--- src/rtl/iqr_pkg.sv ---
package iqr_pkg;
  typedef enum logic [1:0] {
    RS_IDLE = 2'd0,
    RS_RUN  = 2'd1,
    RS_HALT = 2'd2
  } rs_state_e;
endpackage

--- src/rtl/iqr_window.sv ---
// Combinational view of the GRP-wide replay window starting at cur_ptr.
module iqr_window #(
  parameter int DEPTH = 16,
  parameter int GRP   = 4,
  parameter int IDXW  = 4,
  parameter int RLW   = 8
) (
  input  logic [IDXW-1:0]      cur_ptr,
  input  logic [IDXW-1:0]      last_idx,
  input  logic [DEPTH-1:0]     issued,
  input  logic [DEPTH*RLW-1:0] regs_flat,
  output logic [GRP-1:0]       lane_act,
  output logic [GRP*IDXW-1:0]  lane_idx,
  output logic [GRP*RLW-1:0]   lane_regs,
  output logic                 all_ready,
  output logic                 wrap
);
  localparam int CW   = IDXW + 1;
  localparam int SPAN = 2 ** IDXW;

  logic [SPAN-1:0]     iss_pad;
  logic [SPAN*RLW-1:0] regs_pad;
  logic [GRP-1:0]      lane_rdy;

  assign iss_pad  = SPAN'(issued);
  assign regs_pad = (SPAN*RLW)'(regs_flat);

  for (genvar k = 0; k < GRP; k++) begin : g_lane
    logic [CW-1:0]   pos;
    logic [IDXW-1:0] idx;
    assign pos         = {1'b0, cur_ptr} + CW'(k);
    assign lane_act[k] = (pos <= {1'b0, last_idx});
    assign idx         = lane_act[k] ? pos[IDXW-1:0] : '0;
    assign lane_idx[k*IDXW +: IDXW] = idx;
    assign lane_regs[k*RLW +: RLW]  = lane_act[k] ? regs_pad[idx*RLW +: RLW] : '0;
    assign lane_rdy[k]  = !lane_act[k] || iss_pad[idx];
  end

  assign all_ready = &lane_rdy;
  assign wrap      = ({1'b0, cur_ptr} + CW'(GRP)) > {1'b0, last_idx};
endmodule

--- src/rtl/iqr_dir_table.sv ---
// Per-entry branch direction recorded while buffering; static lookup during replay.
module iqr_dir_table #(
  parameter int DEPTH = 16,
  parameter int GRP   = 4,
  parameter int IDXW  = 4
) (
  input  logic                clk,
  input  logic                rst,
  input  logic                cap_we,
  input  logic [IDXW-1:0]     cap_idx,
  input  logic                cap_taken,
  input  logic [IDXW-1:0]     last_idx,
  input  logic [GRP*IDXW-1:0] lane_idx,
  input  logic [IDXW-1:0]     res_idx,
  output logic [GRP-1:0]      lane_pred,
  output logic                res_pred
);
  localparam int SPAN = 2 ** IDXW;

  logic [DEPTH-1:0] dir_q;
  logic [SPAN-1:0]  dir_pad;

  always_ff @(posedge clk) begin
    if (rst) begin
      dir_q <= '0;
    end else if (cap_we && (32'(cap_idx) < DEPTH)) begin
      dir_q[cap_idx] <= cap_taken;
    end
  end

  assign dir_pad = SPAN'(dir_q);

  for (genvar k = 0; k < GRP; k++) begin : g_pred
    logic [IDXW-1:0] li;
    assign li           = lane_idx[k*IDXW +: IDXW];
    assign lane_pred[k] = (li == last_idx) ? 1'b1 : dir_pad[li];
  end

  assign res_pred = (res_idx == last_idx) ? 1'b1 : dir_pad[res_idx];
endmodule

--- src/rtl/iq_replay_seq.sv ---
module iq_replay_seq
  import iqr_pkg::*;
#(
  parameter int DEPTH = 16,
  parameter int GRP   = 4,
  parameter int RLW   = 8,
  localparam int IDXW = $clog2(DEPTH)
) (
  input  logic                 clk,
  input  logic                 rst,
  input  logic                 reuse_en,
  input  logic [DEPTH-1:0]     issued,
  input  logic [DEPTH*RLW-1:0] regs_flat,
  input  logic [IDXW-1:0]      first_idx,
  input  logic [IDXW-1:0]      last_idx,
  input  logic                 cap_we,
  input  logic [IDXW-1:0]      cap_idx,
  input  logic                 cap_taken,
  input  logic                 res_valid,
  input  logic [IDXW-1:0]      res_idx,
  input  logic                 res_taken,
  output logic [GRP-1:0]       req_valid,
  output logic [GRP*IDXW-1:0]  req_idx,
  output logic [GRP*RLW-1:0]   req_regs,
  output logic [GRP-1:0]       req_pred,
  output logic [DEPTH-1:0]     clr_issued,
  output logic                 exit_req
);
  rs_state_e       state_q;
  logic [IDXW-1:0] ptr_q, cur_ptr, next_ptr;
  logic [GRP-1:0]      lane_act, lane_pred;
  logic [GRP*IDXW-1:0] lane_idx;
  logic [GRP*RLW-1:0]  lane_regs;
  logic all_ready, wrap, res_pred, active, mispred, fire;
  logic [DEPTH-1:0] clr_mask;

  // In IDLE the window always starts at the first buffered entry.
  assign cur_ptr = (state_q == RS_IDLE) ? first_idx : ptr_q;

  iqr_window #(.DEPTH(DEPTH), .GRP(GRP), .IDXW(IDXW), .RLW(RLW)) u_window (
    .cur_ptr   (cur_ptr),
    .last_idx  (last_idx),
    .issued    (issued),
    .regs_flat (regs_flat),
    .lane_act  (lane_act),
    .lane_idx  (lane_idx),
    .lane_regs (lane_regs),
    .all_ready (all_ready),
    .wrap      (wrap)
  );

  iqr_dir_table #(.DEPTH(DEPTH), .GRP(GRP), .IDXW(IDXW)) u_dir (
    .clk       (clk),
    .rst       (rst),
    .cap_we    (cap_we),
    .cap_idx   (cap_idx),
    .cap_taken (cap_taken),
    .last_idx  (last_idx),
    .lane_idx  (lane_idx),
    .res_idx   (res_idx),
    .lane_pred (lane_pred),
    .res_pred  (res_pred)
  );

  assign active   = reuse_en && (state_q != RS_HALT);
  assign mispred  = active && res_valid && (res_taken != res_pred);
  assign fire     = active && !mispred && all_ready;
  assign next_ptr = wrap ? first_idx : (cur_ptr + IDXW'(GRP));

  always_comb begin
    clr_mask = '0;
    for (int k = 0; k < GRP; k++) begin
      if (lane_act[k] && (32'(lane_idx[k*IDXW +: IDXW]) < DEPTH)) begin
        clr_mask[lane_idx[k*IDXW +: IDXW]] = 1'b1;
      end
    end
  end

  always_ff @(posedge clk) begin
    if (rst) begin
      state_q    <= RS_IDLE;
      ptr_q      <= '0;
      req_valid  <= '0;
      req_idx    <= '0;
      req_regs   <= '0;
      req_pred   <= '0;
      clr_issued <= '0;
      exit_req   <= 1'b0;
    end else begin
      if (!reuse_en)               state_q <= RS_IDLE;
      else if (mispred)            state_q <= RS_HALT;
      else if (state_q == RS_IDLE) state_q <= RS_RUN;

      if (!reuse_en) ptr_q <= first_idx;
      else if (fire) ptr_q <= next_ptr;
      else           ptr_q <= cur_ptr;

      req_valid  <= fire ? lane_act  : '0;
      req_idx    <= fire ? lane_idx  : '0;
      req_regs   <= fire ? lane_regs : '0;
      req_pred   <= fire ? (lane_pred & lane_act) : '0;
      clr_issued <= fire ? clr_mask  : '0;
      exit_req   <= mispred;
    end
  end

  AST_IDLE_QUIET: assert property (@(posedge clk) disable iff (rst)
    !reuse_en |=> (req_valid == '0 && !exit_req));
  AST_STALL_QUIET: assert property (@(posedge clk) disable iff (rst)
    (active && !all_ready) |=> (req_valid == '0));
  AST_LANE_PREFIX: assert property (@(posedge clk) disable iff (rst)
    ((req_valid & (req_valid + GRP'(1))) == '0));
  AST_CLR_COUNT: assert property (@(posedge clk) disable iff (rst)
    ($countones(clr_issued) == $countones(req_valid)));
  AST_EXIT_PULSE: assert property (@(posedge clk) disable iff (rst)
    exit_req |=> !exit_req);
  AST_EXIT_NO_REQ: assert property (@(posedge clk) disable iff (rst)
    exit_req |-> (req_valid == '0));
endmodule

--- config.mk ---
export PLATFORM = sky130hd
export DESIGN_NAME = iq_replay_seq
export DESIGN_NICKNAME = d
export VERILOG_FILES = /design/src/rtl/iqr_pkg.sv /design/src/rtl/iqr_window.sv /design/src/rtl/iqr_dir_table.sv /design/src/rtl/iq_replay_seq.sv
export SDC_FILE = /design/constraint.sdc
export NUM_CORES = 1
export LEC_CHECK = 0
export ABC_AREA = 0
export BUFFER_PORTS_ARGS = -buffer_cell sky130_fd_sc_hd__buf_2
export CAP_MARGIN = 20
export CORE_ASPECT_RATIO = 1.5
export CORE_MARGIN = 2
export CORE_UTILIZATION = 43
export CTS_BUF_LIST = sky130_fd_sc_hd__clkbuf_8
export DETAILED_ROUTE_END_ITERATION = 10
export PLACE_DENSITY_LB_ADDON = 0.2
export REMOVE_ABC_BUFFERS = 1
export SETUP_SLACK_MARGIN = 0.2
export SYNTH_ARGS = -nofsm -noshare
export SYNTH_HDL_FRONTEND = slang
export SYNTH_HIERARCHICAL = 1
export SYNTH_SLANG_ARGS = --single-unit
--- constraint.sdc ---
create_clock -name clk -period 11.8 [get_ports clk]
set_input_delay 1.77 -clock clk [delete_from_list [all_inputs] [get_ports clk]]
set_output_delay 1.77 -clock clk [all_outputs]
set_load 0.005 [all_outputs]
==> flow_summary.json <==
{
  "part_of_the_yosys_area_used_for_sequential_elements": 0.186,
  "clk_latency_ps": 420,
  "cts.htree.levels": 3,
  "stdcell_count": 1718,
  "maximum_number_of_pins_on_one_net_before_global_route_repair": 60,
  "fraction_of_registers_with_async_set_or_reset_after_synthesis": 0,
  "first_drt_pass_iteration_count": 6,
  "final_sum_of_negative_setup_slack_ps": 0,
  "synth_warnings": 6,
  "layout.filler_cells": 2362,
  "floorplan.die.width_um": 130,
  "syn_to_final_growth_pct": 14.8,
  "grtUsageMet1": 0.384,
  "grt_busiest_layer": "met2",
  "placement.io_buffers": 239,
  "dieArea_um2": 25000,
  "design.portCount": 240,
  "timing.final.max_slew_violations": 0,
  "netlist-cell-type-count": 80,
  "antenna_left": 0,
  "start_kind": "primary input",
  "dr.first_iter.drc_count": 1182,
  "detail_route.drc_violations": 0,
  "outcome": "completed",
  "synth_area_leader_cell": "sky130_fd_sc_hd__dfxtp_1",
  "synth_top_area_frac": 0.186,
  "cts.sinks": 95,
  "rsz_0062_raised_after_global_routing": "no",
  "timing.critical_path.arrival_ps": 8740,
  "core_um2": 23500,
  "timing.final.crit_share": 0.709,
  "global_route_wire_length_before_repair_mm": 63.1,
  "critical_path_required_ps": 12170,
  "synth_enable_flop_cells": 0,
  "global_route.usage.met3": 0.0674,
  "post_cts_setup_bufs": 0,
  "nets": 1579,
  "power_density_nw_per_um2": 138,
  "synth_ff_type": "sky130_fd_sc_hd__dfxtp_1",
  "routed_via_density": 6.64,
  "cts.repair.resized": 0,
  "cts_max_path_buffers": 2,
  "hold_viol": 0,
  "post_cts_hold_buffer_count": 0,
  "fin_crit_ps": 8370,
  "clock_skew_ps": 12.6,
  "cts_inserted_buffers": 9,
  "grt_util_met2": 0.560,
  "wire_per_inst_um": 25.0,
  "timing.final.ws_setup_ps": 3430,
  "relSlewSlack": 0.333,
  "placedCellCount": 1699,
  "clk_pin_slew_ps": 110,
  "synthCells": 1211,
  "fp.dieH_um": 193,
  "ys_top_cells_by_count": "sky130_fd_sc_hd__nand2_1 (125), sky130_fd_sc_hd__mux2i_1 (101), sky130_fd_sc_hd__a21oi_1 (100)",
  "post-dp-hpwl_mm": 29.3,
  "leakagePower_uw": 0.00503,
  "drive_gt1_frac": 0.268,
  "cts_tree": "built",
  "antenna_found_initial": 4,
  "postRouteWirelength_mm": 42.9,
  "place_ws_ps": 3210,
  "maxClockFrequency_mhz": 119,
  "cts_root_buffer": "sky130_fd_sc_hd__clkbuf_8",
  "hold_class": "reg -> reg",
  "overflow": 0,
  "top_cells_by_area_synth": "sky130_fd_sc_hd__dfxtp_1 (19%), sky130_fd_sc_hd__mux4_2 (10%), sky130_fd_sc_hd__mux2i_1 (9.9%)",
  "grt_util_all_layers": 0.334,
  "setup.worst_path.class": "in -> reg",
  "worst_pin_slew_ps": 997,
  "gp_routability_congestion": 0.961,
  "setup_viol_count_final": 0,
  "synth.cell_area_um2": 10200,
  "critical_path.endpoint_type": "flop",
  "drv.max_cap_violation_count": 0,
  "start_util": 0.434,
  "ir_drop_uv": 57.4,
  "number_of_vias_after_detailed_routing": 11400,
  "row_count": 69,
  "vias_in_the_first_global_route": 11200,
  "yosys.cell_count.top_type": "sky130_fd_sc_hd__nand2_1",
  "utilization": 0.499,
  "post_synth.cell_area_avg_um2": 8.42,
  "crit_path_max_fanout": 59,
  "synth-seq-cells": 95
}
path summary, 6_finish.rpt:
path                 from  slack, ps  cells past startpoint           to
max          first_idx[1]       3430                     21  req_pred[3]
min            state_q[1]        550                      2   state_q[1]
max reg2reg    state_q[1]       4040                     21  req_pred[3]
min reg2reg    state_q[1]        550                      2   state_q[1]
metrics by stage:
stage | total power (uW) | instance area [um2] | hold slack (ps)
after floorplan | 1020 | 9710 | 475
after global placement | 1350 | 11500 | 501
after detailed placement | 1360 | 11500 | 534
after CTS | 1590 | 11700 | 550
after global routing | 1690 | 11700 | 593
final | 1620 | 11700 | 546
sequential cells by signal, indices dropped and copies added, names as in the netlist:
register	flops
u_dir/dir_pad	16
state_q	2
clr_issued	16
req_idx	16
exit_req	1
req_regs	32
ptr_q	4
req_valid	4
req_pred	4
logic make-up after synthesis:
group | after synthesis | share of synthesized area
simple gates | 417 | 0.208
compound gates | 340 | 0.228
mux | 184 | 0.264
buf+inv | 127 | 0.0613
flops | 95 | 0.186
xor+xnor | 27 | 0.0261
fa+ha+maj | 21 | 0.0265
placed cells by master, fill, tap and decap left out, types with 6 or more instances in the layout:
cell type                    n
sky130_fd_sc_hd__dfxtp_1    95
sky130_fd_sc_hd__a31oi_1    24
sky130_fd_sc_hd__inv_1      25
sky130_fd_sc_hd__a211oi_1   13
sky130_fd_sc_hd__a221o_1     9
sky130_fd_sc_hd__a22oi_1    11
sky130_fd_sc_hd__nand4_1     9
sky130_fd_sc_hd__buf_4      23
sky130_fd_sc_hd__o311a_1     9
sky130_fd_sc_hd__a21oi_1   100
sky130_fd_sc_hd__mux2i_1   101
sky130_fd_sc_hd__clkbuf_8    9
sky130_fd_sc_hd__o22ai_1     8
sky130_fd_sc_hd__nand2b_1   21
sky130_fd_sc_hd__nand2_1   125
sky130_fd_sc_hd__mux4_1     15
sky130_fd_sc_hd__o211ai_1    8
sky130_fd_sc_hd__o31ai_1     9
sky130_fd_sc_hd__nor2b_1    14
sky130_fd_sc_hd__a221oi_1   51
sky130_fd_sc_hd__nor2_1     74
sky130_fd_sc_hd__nor3_1     24
sky130_fd_sc_hd__buf_2     239
sky130_fd_sc_hd__ha_1       19
sky130_fd_sc_hd__o21ai_0    49
sky130_fd_sc_hd__xor2_1     21
sky130_fd_sc_hd__and3_1     14
sky130_fd_sc_hd__clkinv_1    6
sky130_fd_sc_hd__mux4_2     46
sky130_fd_sc_hd__mux2_2     21
sky130_fd_sc_hd__nand3b_1    8
sky130_fd_sc_hd__and2_1     50
sky130_fd_sc_hd__o221ai_1   13
sky130_fd_sc_hd__nand3_1    43
worst max-delay path: stages:
cell and delay (ps):
sky130_fd_sc_hd__buf_2 80, sky130_fd_sc_hd__mux2_2 130, sky130_fd_sc_hd__buf_4 560, sky130_fd_sc_hd__inv_1 110
sky130_fd_sc_hd__buf_4 340, sky130_fd_sc_hd__ha_1 270, sky130_fd_sc_hd__a21oi_1 220, sky130_fd_sc_hd__xnor2_2 140
sky130_fd_sc_hd__buf_4 330, sky130_fd_sc_hd__inv_1 430, sky130_fd_sc_hd__ha_1 460, sky130_fd_sc_hd__and4b_1 200
sky130_fd_sc_hd__a211oi_1 280, sky130_fd_sc_hd__or3_4 410, sky130_fd_sc_hd__inv_2 420, sky130_fd_sc_hd__a31o_1 360
sky130_fd_sc_hd__o31a_1 310, sky130_fd_sc_hd__nor4_2 500, sky130_fd_sc_hd__and3_1 690, sky130_fd_sc_hd__buf_4 430
sky130_fd_sc_hd__and3_1 200
where the power goes:
part | switching, uW | internal [uW] | total [uW]
clock network | 144 | 82.1 | 226
registers | 5.93 | 334 | 340
logic | 672 | 383 | 1050
cell type report:
cell class | instances | area (um2) | area share
diodes | 3 | 7.51 | 0.000641
clock buffers | 9 | 124 | 0.0106
clock inverters | 7 | 65.1 | 0.00555
inverters | 34 | 135 | 0.0115
multi-input cells | 989 | 7710 | 0.658
flip-flops and latches | 95 | 1900 | 0.162
well taps | 319 | 399 | 0.0341
repair buffers | 262 | 1370 | 0.117
per-layer routing:
metal  wire length [um]  vias to the layer above
li1                   -                     5027
met1              15300                     5380
met2              20700                      783
met3               4090                      217
met4               2810                        2
met5                  7                        -
Note: power is estimated with default switching activity, not from simulation.
